--- config.mk ---
export PLATFORM = sky130hd
export DESIGN_NAME = msi_remap_unit
export DESIGN_NICKNAME = d
export VERILOG_FILES = /design/src/rtl/msi_remap_pkg.sv /design/src/rtl/msi_gate.sv /design/src/rtl/msi_tbl_addr.sv /design/src/rtl/msi_irte_check.sv /design/src/rtl/msi_remap_unit.sv
export SDC_FILE = /design/constraint.sdc
export NUM_CORES = 1
export LEC_CHECK = 0
export BUFFER_PORTS_ARGS = -buffer_cell sky130_fd_sc_hd__buf_4
export CORE_UTILIZATION = 45
export DETAILED_ROUTE_END_ITERATION = 12
export PLACE_DENSITY = 0.76
export REMOVE_ABC_BUFFERS = 1
export SYNTH_ARGS = -nofsm -noshare
export SYNTH_HDL_FRONTEND = slang
export SYNTH_SLANG_ARGS = --single-unit
export TNS_END_PERCENT = 20
--- constraint.sdc ---
create_clock -name clk -period 2.2 [get_ports clk]
set_clock_uncertainty 0.15 [all_clocks]
set_input_delay 0.22 -clock clk [delete_from_list [all_inputs] [get_ports clk]]
set_output_delay 0.22 -clock clk [all_outputs]
set_load 0.05 [all_outputs]
--- src/rtl/msi_remap_pkg.sv ---
// Package: msi_remap_pkg
// Shared types and field positions for the interrupt remapping unit.
// Bit positions listed here are decoded by neighbouring blocks and must
// stay fixed; everything else is local to the unit.
package msi_remap_pkg;

    // Result error codes seen by the event logger.
    typedef enum logic [1:0] {
        ERR_NONE    = 2'd0,
        ERR_GENERIC = 2'd1,
        ERR_FETCH   = 2'd2,
        ERR_TABORT  = 2'd3
    } err_e;

    // Outcome of the first-stage decision.
    typedef enum logic [1:0] {
        ACT_FORWARD = 2'd0,
        ACT_BLOCK   = 2'd1,
        ACT_FETCH   = 2'd2
    } act_e;

    // Origin of a request.
    typedef enum logic [1:0] {
        SRC_MSI   = 2'd0,
        SRC_LINT0 = 2'd1,
        SRC_LINT1 = 2'd2,
        SRC_RSVD  = 2'd3
    } src_e;

    // Delivery mode encodings carried in message data bits 10:8.
    localparam logic [2:0] DM_FIXED  = 3'd0;
    localparam logic [2:0] DM_ARB    = 3'd1;
    localparam logic [2:0] DM_SMI    = 3'd2;
    localparam logic [2:0] DM_NMI    = 3'd4;
    localparam logic [2:0] DM_INIT   = 3'd5;
    localparam logic [2:0] DM_EXTINT = 3'd7;

    // Control field values in the device quadword.
    localparam logic [1:0] CTL_ABORT = 2'd0;
    localparam logic [1:0] CTL_PASS  = 2'd1;
    localparam logic [1:0] CTL_REMAP = 2'd2;

    // Device quadword field positions.
    localparam int QW_REMAP_EN   = 0;
    localparam int QW_ROOT_LSB   = 6;
    localparam int QW_PASS_EXT   = 57;
    localparam int QW_PASS_NMI   = 58;
    localparam int QW_CTL_LSB    = 60;
    localparam int QW_PASS_LINT0 = 62;
    localparam int QW_PASS_LINT1 = 63;

    // Message field positions.
    localparam int MSI_MODE_LSB   = 8;
    localparam int MSI_DEST_LSB   = 12;
    localparam int MSI_DSTMODE_AT = 2;

    // 32-bit remap entry, most significant field first.
    typedef struct packed {
        logic [7:0] rsvd;
        logic [7:0] vector;
        logic [7:0] dest;
        logic       guest;
        logic       dst_mode;
        logic       rq_eoi;
        logic [2:0] itype;
        logic       no_fault;
        logic       valid;
    } irte_t;

endpackage

--- src/rtl/msi_gate.sv ---
// Module: msi_gate
// First-stage decision for an interrupt request: forward, block or fetch
// a remap entry. Purely combinational.
// Assumes: addr_hi is the message address above the window size, mode is
// message data bits 10:8, and the pass/control inputs are slices of the
// device quadword.
module msi_gate
    import msi_remap_pkg::*;
#(
    parameter logic [31:0] WIN_BASE = 32'hFEE0_0000,
    parameter int          WIN_LOG2 = 20
) (
    input  src_e                 src,
    input  logic [31-WIN_LOG2:0] addr_hi,
    input  logic [2:0]           mode,
    input  logic [1:0]           ctl,
    input  logic                 remap_en,
    input  logic                 pass_extint,
    input  logic                 pass_nmi,
    input  logic                 pass_lint0,
    input  logic                 pass_lint1,
    output act_e                 act,
    output err_e                 err
);

    localparam logic [31-WIN_LOG2:0] WIN_TAG = WIN_BASE[31:WIN_LOG2];

    logic in_win;

    // Window match on the address bits above the window size.
    always_comb in_win = (addr_hi == WIN_TAG);

    // Source, window, delivery mode and control field, in priority order.
    always_comb begin
        act = ACT_FORWARD;
        err = ERR_NONE;
        case (src)
            SRC_LINT0: begin
                if (!pass_lint0) begin
                    act = ACT_BLOCK;
                    err = ERR_GENERIC;
                end
            end
            SRC_LINT1: begin
                if (!pass_lint1) begin
                    act = ACT_BLOCK;
                    err = ERR_GENERIC;
                end
            end
            SRC_RSVD: begin
                act = ACT_BLOCK;
                err = ERR_GENERIC;
            end
            default: begin
                if (in_win) begin
                    case (mode)
                        DM_FIXED, DM_ARB: begin
                            case (ctl)
                                CTL_ABORT: begin
                                    act = ACT_BLOCK;
                                    err = ERR_TABORT;
                                end
                                CTL_PASS: begin
                                    act = ACT_FORWARD;
                                end
                                CTL_REMAP: begin
                                    if (remap_en) act = ACT_FETCH;
                                end
                                default: begin
                                    act = ACT_BLOCK;
                                    err = ERR_GENERIC;
                                end
                            endcase
                        end
                        DM_NMI: begin
                            if (!pass_nmi) begin
                                act = ACT_BLOCK;
                                err = ERR_GENERIC;
                            end
                        end
                        DM_EXTINT: begin
                            if (!pass_extint) begin
                                act = ACT_BLOCK;
                                err = ERR_GENERIC;
                            end
                        end
                        default: begin
                            act = ACT_BLOCK;
                            err = ERR_GENERIC;
                        end
                    endcase
                end
            end
        endcase
    end

endmodule

--- src/rtl/msi_tbl_addr.sv ---
// Module: msi_tbl_addr
// Forms the byte address of a remap entry from the table root and the
// entry index. Combinational.
// Assumes: the root is aligned to 2**ROOT_LSB bytes and each entry is
// 2**ENTRY_LOG2 bytes wide.
module msi_tbl_addr #(
    parameter int ADDR_W     = 52,
    parameter int IDX_W      = 11,
    parameter int ENTRY_LOG2 = 2,
    parameter int ROOT_LSB   = 6
) (
    input  logic [ADDR_W-ROOT_LSB-1:0] root,
    input  logic [IDX_W-1:0]           idx,
    output logic [ADDR_W-1:0]          addr
);

    logic [ADDR_W-1:0] base;
    logic [ADDR_W-1:0] offs;

    // Re-align the root and scale the index to bytes.
    always_comb begin
        base = {root, {ROOT_LSB{1'b0}}};
        offs = ADDR_W'(idx) << ENTRY_LOG2;
    end

    // Entry address.
    always_comb addr = base + offs;

endmodule

--- src/rtl/msi_irte_check.sv ---
// Module: msi_irte_check
// Validates a fetched remap entry and forms the rewritten message.
// Combinational.
// Assumes: raw is only meaningful while the read response is valid.
// The rewritten address carries the destination in bits 19:12.
module msi_irte_check
    import msi_remap_pkg::*;
#(
    parameter logic [31:0] WIN_BASE = 32'hFEE0_0000
) (
    input  logic [31:0] raw,
    input  logic        rd_err,
    output err_e        err,
    output logic        report,
    output logic [31:0] new_addr,
    output logic [31:0] new_data
);

    irte_t ent;
    logic  type_ok;
    logic  unused_ent;

    // View the raw word as an entry.
    always_comb ent = irte_t'(raw);

    // Request-EOI and reserved bits do not take part in this stage.
    always_comb unused_ent = ^{ent.rsvd, ent.rq_eoi};

    // Only defined delivery mode encodings are legal.
    always_comb type_ok = (ent.itype == DM_FIXED) || (ent.itype == DM_ARB) ||
                          (ent.itype == DM_SMI)   || (ent.itype == DM_NMI) ||
                          (ent.itype == DM_INIT)  || (ent.itype == DM_EXTINT);

    // Error classification; no-fault only silences the invalid-entry case.
    always_comb begin
        err    = ERR_NONE;
        report = 1'b0;
        if (rd_err) begin
            err    = ERR_FETCH;
            report = 1'b1;
        end else if (!ent.valid) begin
            err    = ERR_GENERIC;
            report = !ent.no_fault;
        end else if (ent.guest || !type_ok) begin
            err    = ERR_GENERIC;
            report = 1'b1;
        end
    end

    // Rewritten message address and data.
    always_comb begin
        new_addr = WIN_BASE | (32'(ent.dest) << MSI_DEST_LSB)
                            | (32'(ent.dst_mode) << MSI_DSTMODE_AT);
        new_data = 32'({ent.itype, ent.vector});
    end

endmodule

--- src/rtl/msi_remap_unit.sv ---
// Module: msi_remap_unit (top)
// Interrupt remapping unit. Accepts one request while idle and decides it
// through msi_gate. A request that needs a remap entry issues a one-cycle
// read and waits for the response, which msi_irte_check then decodes.
// Every outcome leaves as a one-cycle res_valid pulse.
// Assumes: the memory answers each read exactly once, at least one cycle
// after the request, and raises mem_rd_valid only while a read is
// outstanding.
module msi_remap_unit
    import msi_remap_pkg::*;
#(
    parameter int          ADDR_W     = 52,
    parameter int          IDX_W      = 11,
    parameter int          ENTRY_LOG2 = 2,
    parameter logic [31:0] WIN_BASE   = 32'hFEE0_0000,
    parameter int          WIN_LOG2   = 20
) (
    input  logic              clk,
    input  logic              rst_n,
    input  logic              req_valid,
    input  logic [1:0]        req_src,
    input  logic [31:0]       req_addr,
    input  logic [31:0]       req_data,
    input  logic [63:0]       dev_irq_qw,
    output logic              busy,
    output logic              mem_rd_req,
    output logic [ADDR_W-1:0] mem_rd_addr,
    input  logic              mem_rd_valid,
    input  logic              mem_rd_err,
    input  logic [31:0]       mem_rd_data,
    output logic              res_valid,
    output logic              res_remapped,
    output logic [1:0]        res_err,
    output logic              res_report,
    output logic [31:0]       res_addr,
    output logic [31:0]       res_data
);

    localparam int ROOT_W = ADDR_W - QW_ROOT_LSB;

    typedef enum logic {ST_IDLE = 1'b0, ST_WAIT = 1'b1} state_e;

    state_e            state_q;
    act_e              gate_act;
    err_e              gate_err;
    err_e              chk_err;
    logic              chk_report;
    logic [31:0]       chk_addr;
    logic [31:0]       chk_data;
    logic [ADDR_W-1:0] tbl_addr;
    logic [31:0]       hold_addr_q;
    logic [31:0]       hold_data_q;
    logic              accept;
    logic              unused_qw;

    // Quadword bits not decoded by this unit.
    always_comb unused_qw = ^{dev_irq_qw[QW_CTL_LSB-1],
                              dev_irq_qw[QW_PASS_EXT-1:ADDR_W],
                              dev_irq_qw[QW_ROOT_LSB-1:1]};

    // A request is taken only while no read is outstanding.
    always_comb accept = req_valid && (state_q == ST_IDLE);
    always_comb busy   = (state_q == ST_WAIT);

    msi_gate #(
        .WIN_BASE (WIN_BASE),
        .WIN_LOG2 (WIN_LOG2)
    ) u_gate (
        .src         (src_e'(req_src)),
        .addr_hi     (req_addr[31:WIN_LOG2]),
        .mode        (req_data[MSI_MODE_LSB+2:MSI_MODE_LSB]),
        .ctl         (dev_irq_qw[QW_CTL_LSB+1:QW_CTL_LSB]),
        .remap_en    (dev_irq_qw[QW_REMAP_EN]),
        .pass_extint (dev_irq_qw[QW_PASS_EXT]),
        .pass_nmi    (dev_irq_qw[QW_PASS_NMI]),
        .pass_lint0  (dev_irq_qw[QW_PASS_LINT0]),
        .pass_lint1  (dev_irq_qw[QW_PASS_LINT1]),
        .act         (gate_act),
        .err         (gate_err)
    );

    msi_tbl_addr #(
        .ADDR_W     (ADDR_W),
        .IDX_W      (IDX_W),
        .ENTRY_LOG2 (ENTRY_LOG2),
        .ROOT_LSB   (QW_ROOT_LSB)
    ) u_tbl_addr (
        .root (dev_irq_qw[QW_ROOT_LSB+ROOT_W-1:QW_ROOT_LSB]),
        .idx  (req_data[IDX_W-1:0]),
        .addr (tbl_addr)
    );

    msi_irte_check #(
        .WIN_BASE (WIN_BASE)
    ) u_check (
        .raw      (mem_rd_data),
        .rd_err   (mem_rd_err),
        .err      (chk_err),
        .report   (chk_report),
        .new_addr (chk_addr),
        .new_data (chk_data)
    );

    // Sequencer: idle/wait state and the one-cycle read request.
    always_ff @(posedge clk) begin
        if (!rst_n) begin
            state_q     <= ST_IDLE;
            mem_rd_req  <= 1'b0;
            mem_rd_addr <= '0;
        end else begin
            mem_rd_req <= 1'b0;
            if (accept && gate_act == ACT_FETCH) begin
                state_q     <= ST_WAIT;
                mem_rd_req  <= 1'b1;
                mem_rd_addr <= tbl_addr;
            end else if (state_q == ST_WAIT && mem_rd_valid) begin
                state_q <= ST_IDLE;
            end
        end
    end

    // Keep the original message for error results of a fetched request.
    always_ff @(posedge clk) begin
        if (!rst_n) begin
            hold_addr_q <= '0;
            hold_data_q <= '0;
        end else if (accept) begin
            hold_addr_q <= req_addr;
            hold_data_q <= req_data;
        end
    end

    // Result register: direct outcomes on accept, fetched ones on response.
    always_ff @(posedge clk) begin
        if (!rst_n) begin
            res_valid    <= 1'b0;
            res_remapped <= 1'b0;
            res_err      <= ERR_NONE;
            res_report   <= 1'b0;
            res_addr     <= '0;
            res_data     <= '0;
        end else begin
            res_valid <= 1'b0;
            if (accept && gate_act != ACT_FETCH) begin
                res_valid    <= 1'b1;
                res_remapped <= 1'b0;
                res_err      <= gate_err;
                res_report   <= (gate_err != ERR_NONE);
                res_addr     <= req_addr;
                res_data     <= req_data;
            end else if (state_q == ST_WAIT && mem_rd_valid) begin
                res_valid    <= 1'b1;
                res_remapped <= (chk_err == ERR_NONE);
                res_err      <= chk_err;
                res_report   <= chk_report;
                res_addr     <= (chk_err == ERR_NONE) ? chk_addr : hold_addr_q;
                res_data     <= (chk_err == ERR_NONE) ? chk_data : hold_data_q;
            end
        end
    end

    // no result leaves while a read is still outstanding.
    p_no_result_busy_r11: assert property (@(posedge clk) disable iff (!rst_n)
        !(busy && res_valid));

    // a read request lasts one cycle and only happens while waiting.
    p_rd_pulse_r3: assert property (@(posedge clk) disable iff (!rst_n)
        mem_rd_req |-> busy ##1 !mem_rd_req);

    // an event report always carries an error code.
    p_report_err_r12: assert property (@(posedge clk) disable iff (!rst_n)
        (res_valid && res_report) |-> (res_err != ERR_NONE));

    // a rewritten message is error-free and lands in the window.
    p_remap_window_r4: assert property (@(posedge clk) disable iff (!rst_n)
        (res_valid && res_remapped) |->
            (res_err == ERR_NONE && res_addr[31:WIN_LOG2] == WIN_BASE[31:WIN_LOG2]));

    // a fetch failure follows a failed read response.
    p_fetch_fail_r7: assert property (@(posedge clk) disable iff (!rst_n)
        (res_valid && res_err == ERR_FETCH) |-> $past(mem_rd_valid && mem_rd_err));

    // a fetched result comes only from a sampled read response.
    p_remap_after_rd_r10: assert property (@(posedge clk) disable iff (!rst_n)
        (res_valid && res_remapped) |-> $past(mem_rd_valid && busy));

endmodule

==> flow_metrics.py <==
metrics = {
    "route": {
        "drc_errors": 0,
        "maxUsedRoutingLayer": "met4",
        "wl_per_cell_um": 17.0,
        "route.vias.total": 8993,
        "met2RoutedLength_um": 13600,
        "firstDrtPassIters": 5,
        "detail_route.iter0.violations": 531,
        "drt-vias-per-instance": 5.52,
        "routed-wl-met3_um": 2190,
        "m1WireLength_um": 11000,
        "wl_um": 27800,
        "final_antenna_net_count": 0,
    },
    "global_routing": {
        "wire_length_of_the_first_global_routing_pass_um": 41300,
        "first_global_vias": 8548,
        "gr-usage-all-layers": 0.281,
        "grt_start_max_net_pins": 82,
        "grt-ovfl-total": 0,
        "antenna_found_initial": 1,
    },
    "worst_setup_path": {
        "timing.critical_path.arrival_ns": 2.39,
        "r2r-end": "res_data[2]$_SDFFE_PN0P_",
        "cp-end-kind": "register",
        "timing.reg2reg.setup_slack_ns": 0.35,
        "critical-path-slowest-cell": "sky130_fd_sc_hd__dlygate4sd3_1",
        "crit_type": "primary input to register",
        "timing.critical_path.to": "mem_rd_addr[35]$_SDFFE_PN0P_",
        "origin_of_the_critical_flop_to_flop_path": "busy$_SDFFE_PN0P_",
        "startpoint_type": "primary input",
        "worstRegToRegCells": 6,
        "worst-path-max-fanout": 14,
        "cp-startpoint": "req_addr[30]",
        "path_cells": "dlygate4sd3_1 > buf_4 > nand4b_1 > nor4_4 > nand2_1 > nor2_4 > buf_12 > buf_6 > o21ai_1 > nor3b_1",
        "worst_path_largest_cell_delay_ns": 0.54,
        "cp.required_ns": 2.38,
    },
    "synth": {
        "ys_top_cells_by_area": "sky130_fd_sc_hd__dfxtp_1 45%, sky130_fd_sc_hd__a21oi_1 9.9%, sky130_fd_sc_hd__nand2_1 9.2%",
        "muxShareOfSynthArea": 0.0244,
        "post_synth_edffs": 0,
        "yosys.area_share.xor_xnor": 0.0458,
        "commonest_cells_in_the_netlist": "201 x sky130_fd_sc_hd__nand2_1, 185 x sky130_fd_sc_hd__dfxtp_1, 163 x sky130_fd_sc_hd__a21oi_1",
        "synth_compound_area_frac": 0.236,
        "yosysMostFrequentCell": "sky130_fd_sc_hd__nand2_1",
        "synthesis.instances": 1017,
        "synthFlopType": "sky130_fd_sc_hd__dfxtp_1",
        "synth.yosys.seq_area_share": 0.451,
        "synth_area_leader_cell": "sky130_fd_sc_hd__dfxtp_1",
        "synth_simple_gate_area_frac": 0.183,
        "synth_largest_type_area_fraction": 0.451,
        "ys_types": 56,
        "netlist_area_sq_um": 8220,
        "post_synth_fa_ha_maj_area_fraction": 0.0161,
        "postSynthRegisterBits": 185,
        "yosysWarnings": 0,
        "synthArstFlopShare": 0,
        "dominant_combinational_cell_family_by_area_after_synthesis": "compound AO/OA/AOI/OAI gates",
        "synth_area_per_cell_sq_um": 8.08,
    },
    "timing": {
        "finalCritPeriodShare": 1.01,
        "maxSlewViolCount": 0,
        "timing.setup.tns_ns": -0.0132,
        "final-hold-violation-count": 0,
        "rsz0062_at_grt": "true",
        "worst_hold_slack_ns": 0.0208,
        "post-route-worst-setup-slack_ns": -0.0132,
        "max_frequency_mhz": 452,
        "finalSetupViolCount": 1,
        "period_minus_slack_ns": 2.21,
    },
    "floorplanning": {
        "die-height_um": 137,
        "initial_core_util": 0.459,
        "die_w_um": 137,
        "io_count": 290,
        "die_outline_area_sq_um": 18800,
        "core-area_sq_um": 17900,
        "placementRows": 49,
    },
    "power_and_ir_drop": {
        "totalPowerFinal_mw": 8.40,
        "cellPowerDensity_nw_per_um2": 667,
        "static-leakage-power_nw": 5.26,
        "vdd_drop_max_v": 0.000541,
    },
    "clock_network": {
        "htreeDepth": 4,
        "clock_tree_from_tritoncts": "built",
        "tritoncts.num_buffers": 17,
        "cts.reportedPaths.clkPinSlew_ns": 0.07,
        "clock_tree.buffer_depth": 2,
        "worstSkewPairLatency_ns": 0.42,
        "ctsRootBufferMaster": "sky130_fd_sc_hd__clkbuf_16",
        "clkSinkCount": 185,
    },
    "place": {
        "finalWeightedCongestion": 0.893,
        "place_inst": 1484,
        "dpl_cell_area_sq_um": 10700,
        "buffers_on_ports": 267,
        "hpwl_um": 17400,
        "detailedPlace.worstSlack_ns": -0.324,
    },
    "hold_path": {
        "worst_hold_path_cells": 4,
        "min-delay-path-class": "primary input to register",
    },
    "final_layout": {
        "multi_input_gate_area_in_the_final_layout_sq_um": 4230,
        "layout.cells.non_filler": 1630,
        "synthToLayoutAreaGrowth_pct": 53.3,
        "post_route_cells_drive_above_1_share": 0.277,
        "fillers": 1356,
        "final_stage_net_count": 1563,
        "postLayoutCellArea_sq_um": 12600,
        "utilization": 0.704,
        "area.sequential_sq_um": 3700,
    },
    "status": {
        "violations": "setup timing",
        "outcome": "finished, violations left",
    },
    "run": {
        "maxCapViolations": 0,
    },
}
[where the power goes]
group	leakage, nW	internal (mW)	switching [mW]	total [mW]
Sequential	1.52	3.49	0.0765	3.57
Combinational	3.43	0.683	0.855	1.54
Clock	0.307	1.89	1.41	3.30
Total	5.26	6.06	2.34	8.40
[timing repair]
item,4_1_cts,5_1_grt
resized for setup,0,31
endpoints found under the setup margin,0,94
endpoints found under the hold margin,159,0
hold buffers,101,0
buffers inserted,0,9
[state kept, by name, indices dropped and copies added (netlist names)]
name,flops
hold_addr_q,32
busy,1
res_remapped,1
res_report,1
hold_data_q,32
res_addr,32
res_valid,1
mem_rd_addr,50
mem_rd_req,1
res_err,2
res_data,32
[how the worst min path moves through the flow]
stage                                 startpoint                           end
floorplan                           req_addr[22]  hold_addr_q[22]$_SDFFE_PN0P_
global placement    hold_addr_q[22]$_SDFFE_PN0P_  hold_addr_q[22]$_SDFFE_PN0P_
detailed placement  hold_addr_q[19]$_SDFFE_PN0P_  hold_addr_q[19]$_SDFFE_PN0P_
CTS                                  req_data[7]      res_data[7]$_SDFFE_PN0P_
global route                      dev_irq_qw[16]  mem_rd_addr[16]$_SDFFE_PN0P_
finish                             dev_irq_qw[6]   mem_rd_addr[6]$_SDFFE_PN0P_
[cells in the final DEF, fill, tap and decap left out, types with 15 or more instances in the layout]
cell,instances
sky130_fd_sc_hd__xor2_1,16
sky130_fd_sc_hd__o211ai_1,15
sky130_fd_sc_hd__dlygate4sd3_1,94
sky130_fd_sc_hd__dfxtp_1,185
sky130_fd_sc_hd__mux2i_1,20
sky130_fd_sc_hd__xnor2_1,27
sky130_fd_sc_hd__clkbuf_16,20
sky130_fd_sc_hd__nor2_1,45
sky130_fd_sc_hd__a21oi_1,162
sky130_fd_sc_hd__o21ai_0,62
sky130_fd_sc_hd__o21ai_1,21
sky130_fd_sc_hd__a32oi_1,31
sky130_fd_sc_hd__nand2_1,200
sky130_fd_sc_hd__buf_4,306
sky130_fd_sc_hd__nor3_1,24
[kinds of logic (layout without fill, tap and decap cells)]
logic type               after synthesis  after routing
AO/OA/AOI/OAI                        333            333
XOR/XNOR                              43             43
adder cells (fa/ha/maj)               10             10
buffers and inverters                 88            469
flip-flops                           185            185
multiplexers                          20             20
other                                  1              4
AND/OR/NAND/NOR                      337            337
[final cells by class]
cell class | count | share of cell area
Inverter | 8 | 0.00248
Tap cell | 229 | 0.0227
Sequential cell | 185 | 0.294
Clock inverter | 13 | 0.0145
Clock buffer | 19 | 0.0360
Antenna cell | 2 | 0.000397
Timing Repair Buffer | 429 | 0.295
Multi-Input combinational cell | 745 | 0.335
[layer usage]
layer,vias to the layer above,track usage
met4,0,0.142
met5,-,0
met3,72,0.0704
met1,4177,0.324
li1,4329,-
met2,415,0.481
[worst max-delay path: cells and delay by family]
family	cells	cell delay (ns)
AO/OA/AOI/OAI	1	0.08
buffers and inverters	4	0.96
AND/OR/NAND/NOR	5	1.12
(Power assumes the default switching activity.)
